<file path="config.mk">
export PLATFORM = sky130hd
export DESIGN_NAME = mac_hilo_unit
export DESIGN_NICKNAME = d
export VERILOG_FILES = /design/src/rtl/mac_pkg.sv /design/src/rtl/mac_decode.sv /design/src/rtl/mac_multiplier.sv /design/src/rtl/mac_combine.sv /design/src/rtl/mac_hilo_unit.sv
export SDC_FILE = /design/constraint.sdc
export NUM_CORES = 2
export LEC_CHECK = 0
export ABC_AREA = 1
export CAP_MARGIN = 20
export CORE_MARGIN = 3
export CORE_UTILIZATION = 30
export DETAILED_ROUTE_END_ITERATION = 6
export MAX_ROUTING_LAYER = met4
export PLACE_DENSITY = 0.48
export SLEW_MARGIN = 30
export SYNTH_ARGS = -nofsm -noshare
export SYNTH_HDL_FRONTEND = slang
export SYNTH_SLANG_ARGS = --single-unit
</file>
<file path="constraint.sdc">
create_clock -name clk -period 19 [get_ports clk]
set_clock_uncertainty 0.2 [all_clocks]
set_input_delay 1.9 -clock clk [delete_from_list [all_inputs] [get_ports clk]]
set_output_delay 1.9 -clock clk [all_outputs]
set_load 0.02 [all_outputs]
</file>
<file path="src/rtl/mac_pkg.sv">
package mac_pkg;
  typedef enum logic [1:0] {
    K_MUL = 2'd0,
    K_NEG = 2'd1,
    K_ADD = 2'd2,
    K_SUB = 2'd3
  } mac_kind_e;

  typedef struct packed {
    logic      legal;
    logic      gpr_ret;
    logic      ret_hi;
    mac_kind_e kind;
  } mac_ctl_t;

  localparam int VW = 5;
  localparam logic [VW-1:0] V_PLAIN   = 5'h00;
  localparam logic [VW-1:0] V_NEG_LO  = 5'h03;
  localparam logic [VW-1:0] V_ADD_LO  = 5'h05;
  localparam logic [VW-1:0] V_SUB_LO  = 5'h07;
  localparam logic [VW-1:0] V_MUL_HI  = 5'h09;
  localparam logic [VW-1:0] V_NEG_HI  = 5'h0B;
  localparam logic [VW-1:0] V_ADD_HI  = 5'h0D;
  localparam logic [VW-1:0] V_SUB_HI  = 5'h0F;
endpackage

</file>
<file path="src/rtl/mac_decode.sv">
module mac_decode
  import mac_pkg::*;
(
  input  logic [VW-1:0] variant,
  output mac_ctl_t      ctl
);
  always_comb begin
    ctl = '{legal: 1'b1, gpr_ret: 1'b1, ret_hi: 1'b0, kind: K_MUL};
    unique case (variant)
      V_PLAIN:  ctl = '{legal: 1'b1, gpr_ret: 1'b0, ret_hi: 1'b0, kind: K_MUL};
      V_NEG_LO: ctl.kind = K_NEG;
      V_ADD_LO: ctl.kind = K_ADD;
      V_SUB_LO: ctl.kind = K_SUB;
      V_MUL_HI: ctl = '{legal: 1'b1, gpr_ret: 1'b1, ret_hi: 1'b1, kind: K_MUL};
      V_NEG_HI: ctl = '{legal: 1'b1, gpr_ret: 1'b1, ret_hi: 1'b1, kind: K_NEG};
      V_ADD_HI: ctl = '{legal: 1'b1, gpr_ret: 1'b1, ret_hi: 1'b1, kind: K_ADD};
      V_SUB_HI: ctl = '{legal: 1'b1, gpr_ret: 1'b1, ret_hi: 1'b1, kind: K_SUB};
      default:  ctl = '{legal: 1'b0, gpr_ret: 1'b0, ret_hi: 1'b0, kind: K_MUL};
    endcase
  end
endmodule

</file>
<file path="src/rtl/mac_multiplier.sv">
module mac_multiplier #(
  parameter int W = 32,
  localparam int PW = 2 * W
) (
  input  logic [W-1:0]  a,
  input  logic [W-1:0]  b,
  input  logic          is_unsigned,
  output logic [PW-1:0] prod
);
  logic [PW-1:0] ext_a;
  logic [PW-1:0] ext_b;
  logic          fill_a;
  logic          fill_b;

  // Extension bit: operand sign for signed, zero for unsigned.
  assign fill_a = ~is_unsigned & a[W-1];
  assign fill_b = ~is_unsigned & b[W-1];
  assign ext_a  = {{W{fill_a}}, a};
  assign ext_b  = {{W{fill_b}}, b};

  // Lower 2W bits of the extended product are exact in both modes.
  assign prod = ext_a * ext_b;
endmodule

</file>
<file path="src/rtl/mac_combine.sv">
module mac_combine
  import mac_pkg::*;
#(
  parameter int PW = 64
) (
  input  mac_kind_e     kind,
  input  logic [PW-1:0] acc,
  input  logic [PW-1:0] prod,
  output logic [PW-1:0] result
);
  always_comb begin
    unique case (kind)
      K_NEG:   result = '0 - prod;
      K_ADD:   result = acc + prod;
      K_SUB:   result = acc - prod;
      default: result = prod;
    endcase
  end
endmodule

</file>
<file path="src/rtl/mac_hilo_unit.sv">
module mac_hilo_unit
  import mac_pkg::*;
#(
  parameter int W  = 32,
  parameter int RW = 5,
  localparam int PW = 2 * W
) (
  input  logic          clk,
  input  logic          rst,
  input  logic          issue_valid,
  input  logic [W-1:0]  issue_a,
  input  logic [W-1:0]  issue_b,
  input  logic          issue_unsigned,
  input  logic [VW-1:0] issue_variant,
  input  logic [RW-1:0] issue_rd,
  output logic          res_valid,
  output logic [W-1:0]  res_data,
  output logic          res_we,
  output logic          res_illegal,
  output logic [W-1:0]  hi_out,
  output logic [W-1:0]  lo_out
);
  mac_ctl_t      ctl;
  logic [PW-1:0] prod;
  logic [PW-1:0] next_acc;
  logic [W-1:0]  hi_q;
  logic [W-1:0]  lo_q;
  logic [W-1:0]  ret_half;

  mac_decode u_dec (
    .variant (issue_variant),
    .ctl     (ctl)
  );

  mac_multiplier #(.W(W)) u_mul (
    .a           (issue_a),
    .b           (issue_b),
    .is_unsigned (issue_unsigned),
    .prod        (prod)
  );

  // The accumulator register feeds straight back, so a result written at
  // one edge is the operand of the op issued in the following cycle.
  mac_combine #(.PW(PW)) u_cmb (
    .kind   (ctl.kind),
    .acc    ({hi_q, lo_q}),
    .prod   (prod),
    .result (next_acc)
  );

  assign ret_half = ctl.ret_hi ? next_acc[PW-1:W] : next_acc[W-1:0];

  always_ff @(posedge clk) begin
    if (rst) begin
      hi_q        <= '0;
      lo_q        <= '0;
      res_valid   <= 1'b0;
      res_data    <= '0;
      res_we      <= 1'b0;
      res_illegal <= 1'b0;
    end else begin
      res_valid   <= issue_valid;
      res_data    <= '0;
      res_we      <= 1'b0;
      res_illegal <= 1'b0;
      if (issue_valid) begin
        if (ctl.legal) begin
          hi_q <= next_acc[PW-1:W];
          lo_q <= next_acc[W-1:0];
          if (ctl.gpr_ret) begin
            res_data <= ret_half;
            res_we   <= (issue_rd != '0);
          end
        end else begin
          res_illegal <= 1'b1;
        end
      end
    end
  end

  assign hi_out = hi_q;
  assign lo_out = lo_q;
endmodule

</file>
Word level (Yosys, flattened, before mapping):

Cells that the tools add are included.

* register bits after elaboration: 99
* logic and storage cells: 41

* add/subtract/negate cells: 3
* multipliers: 1
* eq/ne operators: 10
* multiplexer cells: 5
* bitwise operators: 6
* reductions and logical operators: 10

Operator list (count)
* $pmux W64 S3: 1
* $add A64 B64 Y64: 1
* $mul A33 B33 Y64: 1
* $sub A1 B64 Y64 const A: 1
* $sub A64 B64 Y64: 1
* $mux W32: 1
* $eq A5 B4 Y1 const B: 4
* $eq A5 B3 Y1 const B: 2
* $pmux W3 S3: 1
* $reduce_or A2 Y1: 4
* $reduce_or A4 Y1: 2
* $pmux W2 S3: 1
* $eq A5 B2 Y1 const B: 1
* $logic_not A5 Y1: 1
* $reduce_bool A5 Y1: 1
* $eq A2 B2 Y1 const B: 2
* $not A1 Y1: 4
* $reduce_or A3 Y1: 1
* $and A1 B1 Y1: 2
* $eq A2 B1 Y1 const B: 1
* $reduce_and A2 Y1: 1
* $mux W1: 1

Depth between registers and ports, before layout:

* word-level depth: 6
* depth in mapped cells: 60
* mapped depth without buffers: 58

Modules after synthesis:

From an unflattened synthesis, not the netlist that was laid out.

* cells, all modules: 7261
* area total of the unflattened synthesis: 52978.3 sq um

By module, submodules not included
* mac_multiplier: times used 1, cells each 4969, area an instance 39798.2 sq um, sequential area each 0.0 sq um
* mac_combine: times used 1, cells each 1806, area an instance 8580.7 sq um, sequential area each 0.0 sq um
* mac_hilo_unit: times used 1, cells each 470, area an instance 4528.1 sq um, sequential area each 1981.9 sq um
* mac_decode: times used 1, cells each 16, area an instance 71.3 sq um, sequential area each 0.0 sq um

Worst setup path before layout:

No wires, ideal clock.

* path type: input to register
* start: input port issue_a[31]
* end: register res_data[29]
* arrival time: 10.953 ns
* setup slack: 7.733 ns
* cell stages on the path: 46
* buffers on the path: 2
* cell sequence: clkbuf_1 > clkbuf_1 > nand2_1 > nor2_1 > fa_1 > fa_1 > fa_1 > inv_1 > fa_1 > inv_1 > fa_1 > fa_1 > inv_1 > fa_1 > fa_1 > inv_1 > ha_1 > nand2_1 > [... 10 more ...] > nor3_1 > nand2_1 > nor2_1 > nand4_1 > a31oi_1 > ha_1 > a21oi_1 > inv_1 > a31oi_1 > o21ai_0 > a21oi_1 > nor2_1 > a2111oi_0 > nand3_1 > nand3_1 > nand3_1 > o21bai_1 > inv_1

* word-level cells in the longest chain between the ends: 5

Ends and longest elaborated chain
* start, declared: line mac_hilo_unit.sv:11 `input logic [W-1:0] issue_a,`
* $and A1 B1 Y1: line mac_multiplier.sv:16 `assign fill_a = ~is_unsigned & a[W-1];`
* $mul A33 B33 Y64 (*): line mac_multiplier.sv:22 `assign prod = ext_a * ext_b;`
* $sub A64 B64 Y64 (tied with other cells): line mac_combine.sv:15 `K_SUB: result = acc - prod;`
* $pmux W64 S3 (*): line mac_combine.sv:12 `unique case (kind)`
* $mux W32 (*): line mac_hilo_unit.sv:51 `assign ret_half = ctl.ret_hi ? next_acc[PW-1:W] : next_acc[W-1:0];`
* end signal, assigned: line mac_hilo_unit.sv:71 `res_data <= ret_half;`
* end, declared: line mac_hilo_unit.sv:17 `output logic [W-1:0] res_data,`

Every way passes the cells marked *; elsewhere a longest branch is shown, timed or not.
A chain may end at the register's enable or synchronous reset.

Final worst setup path:

* start: input port issue_a[31]
* end: register res_data[31]

Same word-level chain as after synthesis.

==> report_table.html <==
<table>
<tr><th>Metric</th><th>Value</th></tr>
<tr><th colspan="2">Placed design</th></tr>
<tr><td>Cell count after placement</td><td>9,623</td></tr>
<tr><td>GP Congestion</td><td>0.9700</td></tr>
<tr><td>Instance area after placement</td><td>56,460 sq um</td></tr>
<tr><td>Count of port buffers added during placement</td><td>176</td></tr>
<tr><td>Detailed placer's ending HPWL</td><td>166,200 um</td></tr>
<tr><th colspan="2">Clocking</th></tr>
<tr><td>H-tree Lvls</td><td>3</td></tr>
<tr><td>Post-cts sizing count</td><td>0</td></tr>
<tr><td>CTS Root Buffer Type</td><td>clkbuf_16</td></tr>
<tr><td>Clock-pin transition on the worst setup and hold timing paths</td><td>0.08 ns</td></tr>
<tr><td>Clock latency on the worst-skew pair</td><td>0.40 ns</td></tr>
<tr><td>TritonCTS clock tree</td><td>done</td></tr>
<tr><td>Number of hold buffers added after cts</td><td>0</td></tr>
<tr><td>Number of buffers created by CTS</td><td>9</td></tr>
<tr><td>Number of buffers between clock root and the deepest sink</td><td>2</td></tr>
<tr><td>Sink Count</td><td>99</td></tr>
<tr><td>Post-CTS repair timing setup buffer count</td><td>0</td></tr>
<tr><th colspan="2">Synth</th></tr>
<tr><td>XOR/XNOR share of the synthesized area</td><td>0.01504</td></tr>
<tr><td>Total number of yosys warnings</td><td>0</td></tr>
<tr><td>Adder-Cell Fraction of Synth Area</td><td>0.4975</td></tr>
<tr><td>Mapped Cells</td><td>7,344</td></tr>
<tr><td>Post-Synthesis Net Count</td><td>8,824</td></tr>
<tr><td>Netlist area before placement</td><td>52,250 sq um</td></tr>
<tr><td>Total of flip-flops plus latches after synthesis</td><td>99</td></tr>
<tr><td>Number of distinct library cells after synthesis</td><td>53</td></tr>
<tr><td>Post-synth top area cell</td><td>fa_1</td></tr>
<tr><td>Dominant cells by area after synthesis</td><td>fa_1, inv_1, nand2_1</td></tr>
<tr><td>Proportion of synthesized chip area in sequential cells</td><td>0.03793</td></tr>
<tr><td>Share of the synthesized area in the top cell type</td><td>0.4314</td></tr>
<tr><td>Simple-Gate Fraction of Synth Area</td><td>0.2225</td></tr>
<tr><td>Multiplexer share of the synthesized area</td><td>0.0001916</td></tr>
<tr><td>Count of flip-flops with a built-in enable after synthesis</td><td>0</td></tr>
<tr><td>Fraction of synthesis flops using an asynchronous set or reset pin</td><td>0</td></tr>
<tr><td>Post-Synthesis Mean Instance Area</td><td>7.114 sq um</td></tr>
<tr><td>Synth Flop Type</td><td>dfxtp_1</td></tr>
<tr><td>Compound-Gate Fraction of Synth Area</td><td>0.05814</td></tr>
<tr><td>Largest family of logic cells by synthesized area</td><td>adder cells</td></tr>
<tr><th colspan="2">Setup path</th></tr>
<tr><td>Critical path launch point</td><td>issue_a[31]</td></tr>
<tr><td>Endpoint required time on the critical path</td><td>19.09 ns</td></tr>
<tr><td>Launch point of the worst reg-to-reg path</td><td>lo_out[0]</td></tr>
<tr><td>Cell with the largest stage delay on the worst path</td><td>fa_1</td></tr>
<tr><td>Critical path class</td><td>in2reg</td></tr>
<tr><td>Largest fanout on the critical path</td><td>33</td></tr>
<tr><td>Crit path launch type</td><td>input port</td></tr>
<tr><td>Highest cell delay on the worst timing path</td><td>0.86 ns</td></tr>
<tr><td>Crit path top cell by count</td><td>nand2_1</td></tr>
<tr><td>Crit. End Element</td><td>flip-flop</td></tr>
<tr><td>Arrival @ worst endpoint</td><td>14.36 ns</td></tr>
<tr><th colspan="2">Final layout</th></tr>
<tr><td>Top library cells by usage in the layout, fill and taps aside</td><td>inv_1, nand2_1, fa_1</td></tr>
<tr><td>Relative area change from synthesis to final layout</td><td>8.647%</td></tr>
<tr><td>Share of final-layout standard cells stronger than drive strength 1</td><td>0.02783</td></tr>
<tr><td>Number of cells in the finished layout apart from fillers</td><td>9,641</td></tr>
<tr><td>Area occupied by registers</td><td>1982 sq um</td></tr>
<tr><td>Most common cell after layout, fill and taps aside</td><td>inv_1</td></tr>
<tr><td>Number of nets in the layout</td><td>8,804</td></tr>
<tr><td>Post-route cell area</td><td>56,770 sq um</td></tr>
<tr><td>Filler Cells Inserted</td><td>18,780</td></tr>
<tr><td>Multi-input combinational cell area</td><td>41,490 sq um</td></tr>
<tr><th colspan="2">Timing</th></tr>
<tr><td>Count of final setup violators</td><td>0</td></tr>
<tr><td>F_max</td><td>70.09 MHz</td></tr>
<tr><td>Setup repair after global routing missed its margin</td><td>false</td></tr>
<tr><td>TNS Setup</td><td>0 ns</td></tr>
<tr><td>WHS</td><td>0.2911 ns</td></tr>
<tr><td>Worst slew margin relative to its limit</td><td>0.3254</td></tr>
<tr><td>Hold violation total from the final report</td><td>0</td></tr>
<tr><td>Slew at the pin closest to its max-slew limit</td><td>1.007 ns</td></tr>
<tr><td>Ratio of final minimum period to clock period</td><td>0.7510</td></tr>
<tr><td>Final-report max-slew violation count</td><td>0</td></tr>
<tr><td>Fin crit period</td><td>14.27 ns</td></tr>
<tr><th colspan="2">Global routing</th></tr>
<tr><td>Initial antenna violation count</td><td>3</td></tr>
<tr><td>Global-route wire length before repair</td><td>304,000 um</td></tr>
<tr><td>Pin count of the biggest net entering global routing</td><td>89</td></tr>
<tr><td>Overall fraction of global-route tracks in use</td><td>0.2299</td></tr>
<tr><td>GRT Residual Overflow</td><td>0</td></tr>
<tr><td>Number of global-route vias before repair</td><td>47,760</td></tr>
<tr><th colspan="2">Drt</th></tr>
<tr><td>Number of DRC violations after detailed routing</td><td>0</td></tr>
<tr><td>Number of nets with antenna violations after detailed routing</td><td>0</td></tr>
<tr><td>Wire length per cell after detailed routing</td><td>20.57 um</td></tr>
<tr><td>Vias per cell</td><td>4.765</td></tr>
<tr><td>Total number of vias</td><td>45,940</td></tr>
<tr><td>Detailed-route wire length on metal 1</td><td>90,100 um</td></tr>
<tr><td>Drt first-iter violations</td><td>3,604</td></tr>
<tr><td>Detailed-route wire length</td><td>198,300 um</td></tr>
<tr><td>Topmost layer with routed signal wires</td><td>met4</td></tr>
<tr><td>Met3 routed wirelength</td><td>10,110 um</td></tr>
<tr><td>First-pass iteration count of the detailed router</td><td>7</td></tr>
<tr><td>Met2 routed wirelength</td><td>93,820 um</td></tr>
<tr><th colspan="2">Floorplan</th></tr>
<tr><td>Total I/O pin count</td><td>177</td></tr>
<tr><td>Die Width</td><td>423.3 um</td></tr>
<tr><td>Starting Density</td><td>0.3032</td></tr>
<tr><td>Num rows</td><td>152</td></tr>
<tr><td>Area of the core</td><td>172,300 sq um</td></tr>
<tr><td>Die area</td><td>179,200 sq um</td></tr>
<tr><td>Die Span Y</td><td>423.3 um</td></tr>
<tr><th colspan="2">Run status</th></tr>
<tr><td>Status</td><td>complete, no violations</td></tr>
<tr><th colspan="2">Min path</th></tr>
<tr><td>Critical hold path startpoint</td><td>lo_out[0]</td></tr>
<tr><td>Class of the tightest hold or removal check</td><td>reg2reg</td></tr>
<tr><th colspan="2">Run</th></tr>
<tr><td>MaxCap Viol Count</td><td>0</td></tr>
</table>
## metrics by stage
step / setup WS, ns / util
4_1_cts: 4.779 / 0.3294
3_3_place_gp: 4.277 / 0.3276
3_5_place_dp: 4.403 / 0.3277
6_report: 4.732 / 0.3295
2_1_floorplan: 7.733 / -
5_1_grt: 3.901 / 0.3294
## logic make-up after synthesis
| family | Yosys count |
|---|---|
| and+or+nand+nor | 2875 |
| buffers and inverters | 2346 |
| adders and majority gates | 1402 |
| AOI/OAI and AO/OA | 542 |
| DFF | 99 |
| xor gates and xnor gates | 79 |
| muxes | 1 |
## registers in the layout, summed over array words and instances, names as in the netlist
name,cells
res_valid,1
lo_out,32
hi_out,32
res_data,32
res_we,1
res_illegal,1
## layout make-up
class,instances,share of cell area
clock buffers,9,0.003967
repair buffers,260,0.04214
well taps,2310,0.05091
inverters,2055,0.1359
clock inverters,7,0.001190
diodes,2,0.00008816
flip-flops and latches,99,0.03491
multi-input cells,4899,0.7309
## path summary, 6_finish.rpt
path / endpoint / slack [ns] / depth (start not counted)
setup / recovery: res_data[31] / 4.73 / 46
hold / removal: lo_out[0] / 0.29 / 2
setup reg to reg: res_data[26] / 14.37 / 22
hold reg to reg: lo_out[0] / 0.29 / 2
## per-layer routing
layer | up-vias | GRT usage
li1 | 21180 | -
met1 | 23260 | 0.3132
met2 | 1320 | 0.3761
met3 | 179 | 0.02014
met4 | 0 | 0.04298
met5 | - | -
## worst max-delay path: cells and delay by family
kind / cells / cell delay [ns]
buf+inv: 7 / 1.58
simple gates: 23 / 3.63
compound gates: 6 / 1.66
fa+ha+maj: 10 / 5.52
## cell usage after synthesis, types with 12 or more instances
| master | instances |
|---|---|
| a21oi_1 | 200 |
| a31oi_1 | 48 |
| clkbuf_1 | 278 |
| dfxtp_1 | 99 |
| fa_1 | 1126 |
| ha_1 | 276 |
| inv_1 | 2033 |
| inv_2 | 12 |
| nand2_1 | 1984 |
| nand3_1 | 189 |
| nand3b_1 | 14 |
| nand4_1 | 94 |
| nor2_1 | 470 |
| nor2_2 | 16 |
| nor3_1 | 34 |
| o211ai_1 | 43 |
| o21ai_0 | 178 |
| o21ai_1 | 17 |
| o21bai_1 | 14 |
| or2_2 | 32 |
| xnor2_1 | 21 |
| xor2_1 | 47 |
Power is left out: the tool's default activity adds up to more than one toggle a clock period on the data nets, which glitch-free logic cannot reach.
